`src/rtl/dg_pkg.sv`:
```
package dg_pkg;

   typedef enum logic [2:0] {
      CMD_NOP = 3'd0,
      CMD_ACT = 3'd1,
      CMD_RD  = 3'd2,
      CMD_RDA = 3'd3,
      CMD_PRE = 3'd4
   } dg_cmd_e;

   typedef enum logic [1:0] {
      BK_IDLE  = 2'd0,
      BK_OPEN  = 2'd1,
      BK_PRECH = 2'd2
   } dg_bank_e;

   // whole clocks needed to cover a picosecond interval
   function automatic int ceil_div(input int num, input int den);
      return (num + den - 1) / den;
   endfunction

endpackage

```
`src/rtl/dg_countdown.sv`:
```
module dg_countdown #(
   parameter int unsigned MAX_VAL = 1,
   localparam int unsigned W = (MAX_VAL == 0) ? 1 : $clog2(MAX_VAL + 1)
) (
   input  logic         clk,
   input  logic         rst_n,
   input  logic         load,
   input  logic [W-1:0] load_val,
   output logic         zero
);

   generate
      if (MAX_VAL == 0) begin : g_const
         // a one-clock window needs no storage
         logic unused_inputs;
         assign unused_inputs = &{1'b0, clk, rst_n, load, load_val};
         assign zero = 1'b1;
      end else begin : g_cnt
         logic [W-1:0] cnt;

         always_ff @(posedge clk) begin
            if (!rst_n)          cnt <= '0;
            else if (load)       cnt <= load_val;
            else if (cnt != '0)  cnt <= cnt - 1'b1;
         end

         assign zero = (cnt == '0);

         p_cnt_range_r2: assert property (@(posedge clk) disable iff (!rst_n)
            (32'(cnt) <= MAX_VAL));
         p_zero_holds_r6: assert property (@(posedge clk) disable iff (!rst_n)
            (zero && !load) |=> zero);
      end
   endgenerate

endmodule

```
`src/rtl/dg_bank_fsm.sv`:
```
module dg_bank_fsm
   import dg_pkg::*;
(
   input  logic       clk,
   input  logic       rst_n,
   input  logic [2:0] cmd,
   input  logic       ras_done,
   input  logic       rd_done,
   input  logic       rp_done,
   output logic       pre_ok,
   output logic       pre_clean,
   output logic       pre_cut,
   output logic       act_ok,
   output logic       ap_start,
   output logic       act_viol,
   output logic       ld_ras,
   output logic       ld_rd,
   output logic       rd_burst,
   output logic       ld_rp
);

   dg_bank_e state;
   logic     ap_pend;
   logic     is_act, is_rd, is_rda, is_pre;
   logic     act_go, rd_go, pre_go;

   assign is_act = (cmd == CMD_ACT);
   assign is_rd  = (cmd == CMD_RD);
   assign is_rda = (cmd == CMD_RDA);
   assign is_pre = (cmd == CMD_PRE);

   assign pre_ok    = (state == BK_OPEN) && !ap_pend && ras_done;
   assign pre_clean = pre_ok && rd_done;
   assign pre_cut   = is_pre && pre_ok && !rd_done;
   assign ap_start  = (state == BK_OPEN) && ap_pend && ras_done && rd_done;
   assign act_ok    = (state == BK_IDLE) || ((state == BK_PRECH) && rp_done);

   assign act_go = is_act && act_ok;
   assign rd_go  = (is_rd || is_rda) && (state == BK_OPEN) && !ap_pend;
   assign pre_go = is_pre && pre_ok;

   assign ld_ras   = act_go;
   assign ld_rd    = act_go || rd_go;
   assign rd_burst = rd_go;
   assign ld_rp    = pre_go || ap_start;

   always_ff @(posedge clk) begin
      if (!rst_n) begin
         state   <= BK_IDLE;
         ap_pend <= 1'b0;
      end else begin
         if (ap_start) begin
            state   <= BK_PRECH;
            ap_pend <= 1'b0;
         end else if (pre_go) begin
            state <= BK_PRECH;
         end else if (act_go) begin
            state <= BK_OPEN;
         end else if ((state == BK_PRECH) && rp_done) begin
            state <= BK_IDLE;
         end
         if (rd_go && is_rda) ap_pend <= 1'b1;
      end
   end

   always_ff @(posedge clk) begin
      if (!rst_n)                 act_viol <= 1'b0;
      else if (is_act && !act_ok) act_viol <= 1'b1;
   end

   p_open_no_act_r6: assert property (@(posedge clk) disable iff (!rst_n)
      (state == BK_OPEN) |-> !act_ok);
   p_pend_no_read_r8: assert property (@(posedge clk) disable iff (!rst_n)
      (ap_pend && !ap_start) |=> $stable(ap_pend) || ap_start);

endmodule

```
`src/rtl/ddr_bank_guard.sv`:
```
module ddr_bank_guard
   import dg_pkg::*;
#(
   parameter int T_CK_PS   = 4000,
   parameter int T_RAS_PS  = 40000,
   parameter int T_RP_PS   = 15000,
   parameter int CAS_LAT   = 2,
   parameter int BURST_LEN = 8
) (
   input  logic       clk,
   input  logic       rst_n,
   input  logic [2:0] cmd_i,
   output logic       pre_ok_o,
   output logic       pre_clean_o,
   output logic       pre_cut_o,
   output logic       act_ok_o,
   output logic       ap_start_o,
   output logic       act_viol_o
);

   localparam int RAS_CYC   = ceil_div(T_RAS_PS, T_CK_PS);
   localparam int RP_CYC    = ceil_div(T_RP_PS, T_CK_PS);
   // last beat leaves CAS_LAT + BURST_LEN/2 after the read; clean point is CAS_LAT earlier
   localparam int BURST_END = CAS_LAT + BURST_LEN / 2;
   localparam int CLEAN_OFS = BURST_END - CAS_LAT;
   localparam int RAS_MAX   = RAS_CYC - 1;
   localparam int RP_MAX    = RP_CYC - 1;
   localparam int RD_MAX    = CLEAN_OFS - 1;
   localparam int RAS_W     = (RAS_MAX == 0) ? 1 : $clog2(RAS_MAX + 1);
   localparam int RP_W      = (RP_MAX == 0) ? 1 : $clog2(RP_MAX + 1);
   localparam int RD_W      = (RD_MAX == 0) ? 1 : $clog2(RD_MAX + 1);

   generate
      if (T_CK_PS < 1) begin : g_bad_ck
         $error("clock period must be positive");
      end
      if ((T_RAS_PS < 1) || (T_RP_PS < 1)) begin : g_bad_time
         $error("timing intervals must be positive");
      end
      if (CAS_LAT < 1) begin : g_bad_cl
         $error("CAS latency must be at least one clock");
      end
      if ((BURST_LEN < 2) || (BURST_LEN % 2 != 0)) begin : g_bad_bl
         $error("burst length must be even and at least two");
      end
   endgenerate

   logic            ras_done, rd_done, rp_done;
   logic            ld_ras, ld_rd, rd_burst, ld_rp;
   logic [RD_W-1:0] rd_val;

   dg_bank_fsm i_fsm (
      .clk       (clk),
      .rst_n     (rst_n),
      .cmd       (cmd_i),
      .ras_done  (ras_done),
      .rd_done   (rd_done),
      .rp_done   (rp_done),
      .pre_ok    (pre_ok_o),
      .pre_clean (pre_clean_o),
      .pre_cut   (pre_cut_o),
      .act_ok    (act_ok_o),
      .ap_start  (ap_start_o),
      .act_viol  (act_viol_o),
      .ld_ras    (ld_ras),
      .ld_rd     (ld_rd),
      .rd_burst  (rd_burst),
      .ld_rp     (ld_rp)
   );

   dg_countdown #(.MAX_VAL(RAS_MAX)) i_ras_cnt (
      .clk      (clk),
      .rst_n    (rst_n),
      .load     (ld_ras),
      .load_val (RAS_W'(RAS_MAX)),
      .zero     (ras_done)
   );

   // activate clears the burst window, a read opens it
   assign rd_val = rd_burst ? RD_W'(RD_MAX) : '0;

   dg_countdown #(.MAX_VAL(RD_MAX)) i_rd_cnt (
      .clk      (clk),
      .rst_n    (rst_n),
      .load     (ld_rd),
      .load_val (rd_val),
      .zero     (rd_done)
   );

   dg_countdown #(.MAX_VAL(RP_MAX)) i_rp_cnt (
      .clk      (clk),
      .rst_n    (rst_n),
      .load     (ld_rp),
      .load_val (RP_W'(RP_MAX)),
      .zero     (rp_done)
   );

   p_ras_guard_r3: assert property (@(posedge clk) disable iff (!rst_n)
      ((RAS_CYC > 1) && (cmd_i == CMD_ACT) && act_ok_o) |=> !pre_ok_o);
   p_clean_subset_r4: assert property (@(posedge clk) disable iff (!rst_n)
      pre_clean_o |-> pre_ok_o);
   p_cut_excl_r5: assert property (@(posedge clk) disable iff (!rst_n)
      pre_cut_o |-> !pre_clean_o);
   p_rp_guard_r6: assert property (@(posedge clk) disable iff (!rst_n)
      ((RP_CYC > 1) && (cmd_i == CMD_PRE) && pre_ok_o) |=> !act_ok_o);
   p_ap_pulse_r7: assert property (@(posedge clk) disable iff (!rst_n)
      ap_start_o |=> !ap_start_o);
   p_ap_rp_r7: assert property (@(posedge clk) disable iff (!rst_n)
      ((RP_CYC > 1) && ap_start_o) |=> !act_ok_o);
   p_ap_blocks_pre_r8: assert property (@(posedge clk) disable iff (!rst_n)
      ap_start_o |-> !pre_ok_o);
   p_viol_sticky_r9: assert property (@(posedge clk) disable iff (!rst_n)
      act_viol_o |=> act_viol_o);

endmodule

```
`config.mk`:
```
export PLATFORM = sky130hd
export DESIGN_NAME = ddr_bank_guard
export DESIGN_NICKNAME = d
export VERILOG_FILES = /design/src/rtl/dg_pkg.sv /design/src/rtl/dg_countdown.sv /design/src/rtl/dg_bank_fsm.sv /design/src/rtl/ddr_bank_guard.sv
export SDC_FILE = /design/constraint.sdc
export NUM_CORES = 1
export LEC_CHECK = 0
export ABC_CLOCK_PERIOD_IN_PS = 4860
export CAP_MARGIN = 30
export CORE_AREA = 10 10 47 49
export CTS_BUF_LIST = sky130_fd_sc_hd__clkbuf_2 sky130_fd_sc_hd__clkbuf_4 sky130_fd_sc_hd__clkbuf_8
export CTS_CLUSTER_DIAMETER = 50
export CTS_CLUSTER_SIZE = 10
export DETAILED_ROUTE_END_ITERATION = 8
export DIE_AREA = 0 0 57 59
export PLACE_DENSITY = 0.76
export REMOVE_ABC_BUFFERS = 1
export SLEW_MARGIN = 20
export SYNTH_ARGS = -nofsm -noshare
export SYNTH_HDL_FRONTEND = slang
export SYNTH_SLANG_ARGS = --single-unit
export TNS_END_PERCENT = 10
```
`constraint.sdc`:
```
create_clock -name clk -period 4.86 [get_ports clk]
set_clock_uncertainty 0.15 [all_clocks]
set_input_delay 0.972 -clock clk [delete_from_list [all_inputs] [get_ports clk]]
set_output_delay 0.972 -clock clk [all_outputs]
set_load 0.005 [all_outputs]
```
Yosys cells after proc, flatten, opt, wreduce, memory -nomap -nowiden
Cells that the tools add are included.
{"block": "op_classes", "addsub": 3, "eq_ne": 6, "n_mux": 13, "n_bitwise": 1, "n_reduce_logical": 36}
{"operator": "2-to-1 mux 2 bit", "n": 9}
{"operator": "logical AND 1 bit", "n": 14}
{"operator": "nonzero test 2 bit", "n": 7}
{"operator": "2-to-1 mux 4 bit", "n": 2}
{"operator": "nonzero test 4 bit", "n": 2}
{"operator": "equality test 3 x 2 -> 1 bit, second input constant", "n": 2}
{"operator": "zero test 2 bit", "n": 3}
{"operator": "zero test 4 bit", "n": 1}
{"operator": "logical OR 1 bit", "n": 4}
{"operator": "subtractor 2 x 1 -> 2 bit, second input constant", "n": 2}
{"operator": "subtractor 4 x 1 -> 4 bit, second input constant", "n": 1}
{"operator": "equality test 3 x 1 -> 1 bit, second input constant", "n": 1}
{"operator": "equality test 3 bit, second input constant", "n": 1}
{"operator": "zero test 1 bit", "n": 3}
{"operator": "OR reduction 3 bit", "n": 1}
{"operator": "equality test 2 x 1 -> 1 bit, second input constant", "n": 1}
{"operator": "equality test 2 bit, second input constant", "n": 1}
{"operator": "2-to-1 mux 1 bit", "n": 2}
{"operator": "OR reduction 2 bit", "n": 1}
{"operator": "NOT 1 bit", "n": 1}
{"block": "totals", "reg_bits": 12, "inputBits": 5, "output_inout_bits": 6, "wordCells": 67}

Logic depth before layout (Yosys ltp)
{"block": "logic_depth", "ltp_word": 7, "depth_mapped": 5, "ltp_nobuf": 5}

Hierarchy
Synthesis repeated with hierarchy kept, for this count alone.
{"block": "unflattened", "cells_unflattened": 87, "hier_area_um2": 763.2}
{"module": "dg_bank_fsm", "instances": 1, "cells_per_inst": 36, "area_per_inst_um2": 277.8, "seq_area_each_um2": 80.1}
{"module": "dg_countdown (i_rd_cnt ...)", "instances": 2, "cells_per_inst": 13, "area_per_inst_um2": 123.9, "seq_area_each_um2": 40.0}
{"module": "dg_countdown (i_ras_cnt)", "instances": 1, "cells_per_inst": 23, "area_per_inst_um2": 230.2, "seq_area_each_um2": 80.1}
{"module": "ddr_bank_guard", "instances": 1, "cells_per_inst": 2, "area_per_inst_um2": 7.5, "seq_area_each_um2": 0.0}

Worst setup path before layout
OpenSTA, ideal clock, no wires.
{"block": "synth_path", "path_type": "input-to-output", "from": "input cmd_i[1]", "to": "output pre_cut_o", "arrival_time_ns": 1.376, "t_required_ns": 3.738, "path_slack_ns": 2.362, "cell_stages": 3, "n_path_buf": 0, "cell_sequence": "nor2_1 > nand4_1 > nor2_1"}
{"block": "synth_between", "elab_chain_cells": 3}
{"element": "from (decl)", "line_no": "ddr_bank_guard.sv:12", "text": "input logic [2:0] cmd_i,"}
{"element": "equality test 3 bit", "line_no": "dg_bank_fsm.sv:30", "text": "assign is_pre = (cmd == CMD_PRE);"}
{"element": "logical AND 1 bit (2 in a row)", "line_no": "dg_bank_fsm.sv:34", "text": "assign pre_cut = is_pre && pre_ok && !rd_done;"}
{"element": "to (decl)", "line_no": "ddr_bank_guard.sv:15", "text": "output logic pre_cut_o,"}
Every way passes these cells.

Worst setup path after layout
Same ends and word-level chain as after synthesis.

==> impl_metrics.yaml <==
detailed_routing:
  ant_nets: 0
  drt_first_pass_iters: 4
  drtIter0Drc: 9
  avgViaCountPerCell: 5.360
  routed_wl_um: 1291
  detail_route.drc_violations: 0
  drt-wirelength-per-cell_um: 12.91
  vias: 536
floorplanning:
  fp.dieArea_um2: 3363
  start_util_pct: 46.43
  floorplan.rows: 14
  die_w_um: 57
  ios: 11
  coreArea_um2: 1401
  die_h_um: 59
synthesis:
  syn-instance-count: 72
  ys_types: 27
  ys_seq_area_share_pct: 36.92
  ys_top_cells_by_area: "dfxtp_1 (37%), ha_1 (7.7%), inv_1 (5.8%), nor2_1 (4.6%), mux2_2 (3.5%)"
  synth_top_cell_by_area: "dfxtp_1"
  ys_warn_count: 0
  ys_ff_latch: 12
  yosys.area.top_type_share_pct: 36.92
  avgSynthCellArea_um2: 9.036
  synth_area_um2: 650.6
worst_setup_path:
  critPathMaxFanout: 5
  worstSetupEndpointType: "output pin"
  cp.required_ps: 3740
  crit_family: "buffers and inverters"
  cp-start-kind: "input pin"
  path_cells: "clkdlybuf4s50_1, nor2_1, nand4_1, nor2_1, clkdlybuf4s50_1"
  cpPeakStageDelay_ps: 510
  critPathKind: "input pin to output pin"
  critPathSlowestCell: "clkdlybuf4s50_1"
  worst-path-buf-inv: 2
  cp.arrival_ps: 2430
cells_and_area:
  fillers: 128
  n_antenna_cell: 0
  seqCellArea_um2: 240.2
  multi_input_area_um2: 361.6
  fin_nets: 95
  syn_to_final_growth_pct: 20.19
  instances_no_fill: 100
  drive_above_1_share_pct: 10.71
  fin_area_um2: 782.0
sta:
  worst_pin_slew_ps: 412.2
  slew_violations: 0
  min_period_over_period_pct: 73.11
  fin_ws_ps: 1307
  fin_crit_ps: 3553
  fmax_ghz: 0.2815
  finalHoldViolCount: 0
  finalSetupTns_ps: 0
  setup-violations-final: 0
  rsz0062_at_grt: "false"
  relSlewSlack_pct: 72.47
clock_network:
  clkLatencyLatePin_ps: 270
  clk_pin_slew_ps: 80
  cts_sinks: 12
  cts-resized-gates: 0
  root_buffer: "clkbuf_4"
  cts.path.max_buffers: 2
  cts_setup_buffers: 0
  cts_tree: "built"
  cts_max_level: 1
  hold_buffers: 0
  numCtsBuffers: 3
global_route:
  grt_pass1_wl_um: 2235
  grt_usage_pct: 8.402
  overflow: 0
  grt_pass1_vias: 526
  antenna_found_initial: 0
  grt_start_max_net_pins: 10
place:
  dp_hpwl_um: 997.5
  gp_congestion: 0.7254
  place_inst: 97
  pre_cts_ws_ps: 1303
  port_buffers: 10
  placed_area_um2: 759.5
min_path:
  min_path_type: "register to register"
pwr:
  p_per_area_nw_per_um2: 510.7
  peakVddDrop_v: 0.0002768
  leakage_nw: 0.3213
outcome:
  status: "finished, final reports clean"
run:
  max_cap_violations: 0
metrics by stage:
| stage | hold slack (ps) | util, % | total power [mW] |
|---|---|---|---|
| floorplan | 292.1 | - | 0.2988 |
| finish | 309.8 | 55.80 | 0.3993 |
| detailed placement | 290.4 | 54.20 | 0.3405 |
| CTS | 307.4 | 55.80 | 0.4031 |
| global route | 347.5 | 55.80 | 0.4372 |
| global placement | 291.8 | 54.20 | 0.3302 |
worst min-delay path, delay by kind of cell, from the launching register on:
| family | cells | cell delay (ps) |
|---|---|---|
| buf+inv | 1 | 50 |
| compound gates | 1 | 50 |
| flops | 1 | 320 |
where the power goes:
part | internal [mW] | switching [mW]
Clock | 0.0286 | 0.0321
Sequential | 0.129 | 0.0245
Combinational | 0.0964 | 0.0884
path summary, 6_finish.rpt:
kind	cells past startpoint	slack [ps]	startpoint	endpoint
min reg2reg	2	310	i_fsm.act_viol	i_fsm.act_viol
min	2	310	i_fsm.act_viol	i_fsm.act_viol
max reg2reg	5	2960	i_ras_cnt.g_cnt.cnt[0]	i_fsm.ap_pend
max	5	1310	cmd_i[1]	pre_cut_o
per-layer routing:
layer	track usage, %	up-vias	share of wire [%]
met5	0	-	0
met4	6.040	0	0.70
met3	4.077	2	7.9
met2	12.56	9	43
met1	9.091	246	48
li1	-	279	-
sequential cells by signal, summed over array words and instances, names as in the netlist:
name                 cells
i_fsm.act_viol           1
i_fsm.ap_pend            1
i_fsm.state              2
i_ras_cnt.g_cnt.cnt      4
i_rd_cnt.g_cnt.cnt       2
i_rp_cnt.g_cnt.cnt       2
cell usage after synthesis, drive strengths merged:
cell type and n:
dfxtp 12, inv 10, nor2 8, ha 4, nor3 4, a31oi 3
o21ai 3, or3b 3, a21oi 2, mux2 2, nand4 2, nor2b 2
nor3b 2, o21a 2, xnor2 2, xor2 2, a211oi 1, a32o 1
and3 1, buf 1, nand2 1, o2111a 1, o21bai 1, o31ai 1
or3 1
cell families after synthesis:
group	synth area share (%)
AOI/OAI and AO/OA	17.88
buffers and inverters	7.500
adders and majority gates	7.693
muxes	3.461
and+or+nand+nor	21.16
DFF	36.92
xor gates and xnor gates	5.386
placed cells by master (no fill, tap or decap), types with 3 or more instances in the layout:
master           instances
nor2_1                   8
a31oi_1                  3
clkdlybuf4s50_1         10
inv_1                   10
o21ai_0                  3
clkbuf_4                 3
dfxtp_1                 12
ha_1                     4
nor3_1                   4
final cells by class:
type	count	share of cell area, %
repair buffers	10	12.80
multi-input cells	49	46.24
clock buffers	3	2.880
inverters	10	4.800
well taps	16	2.560
flip-flops and latches	12	30.72
(Power assumes the default switching activity.)
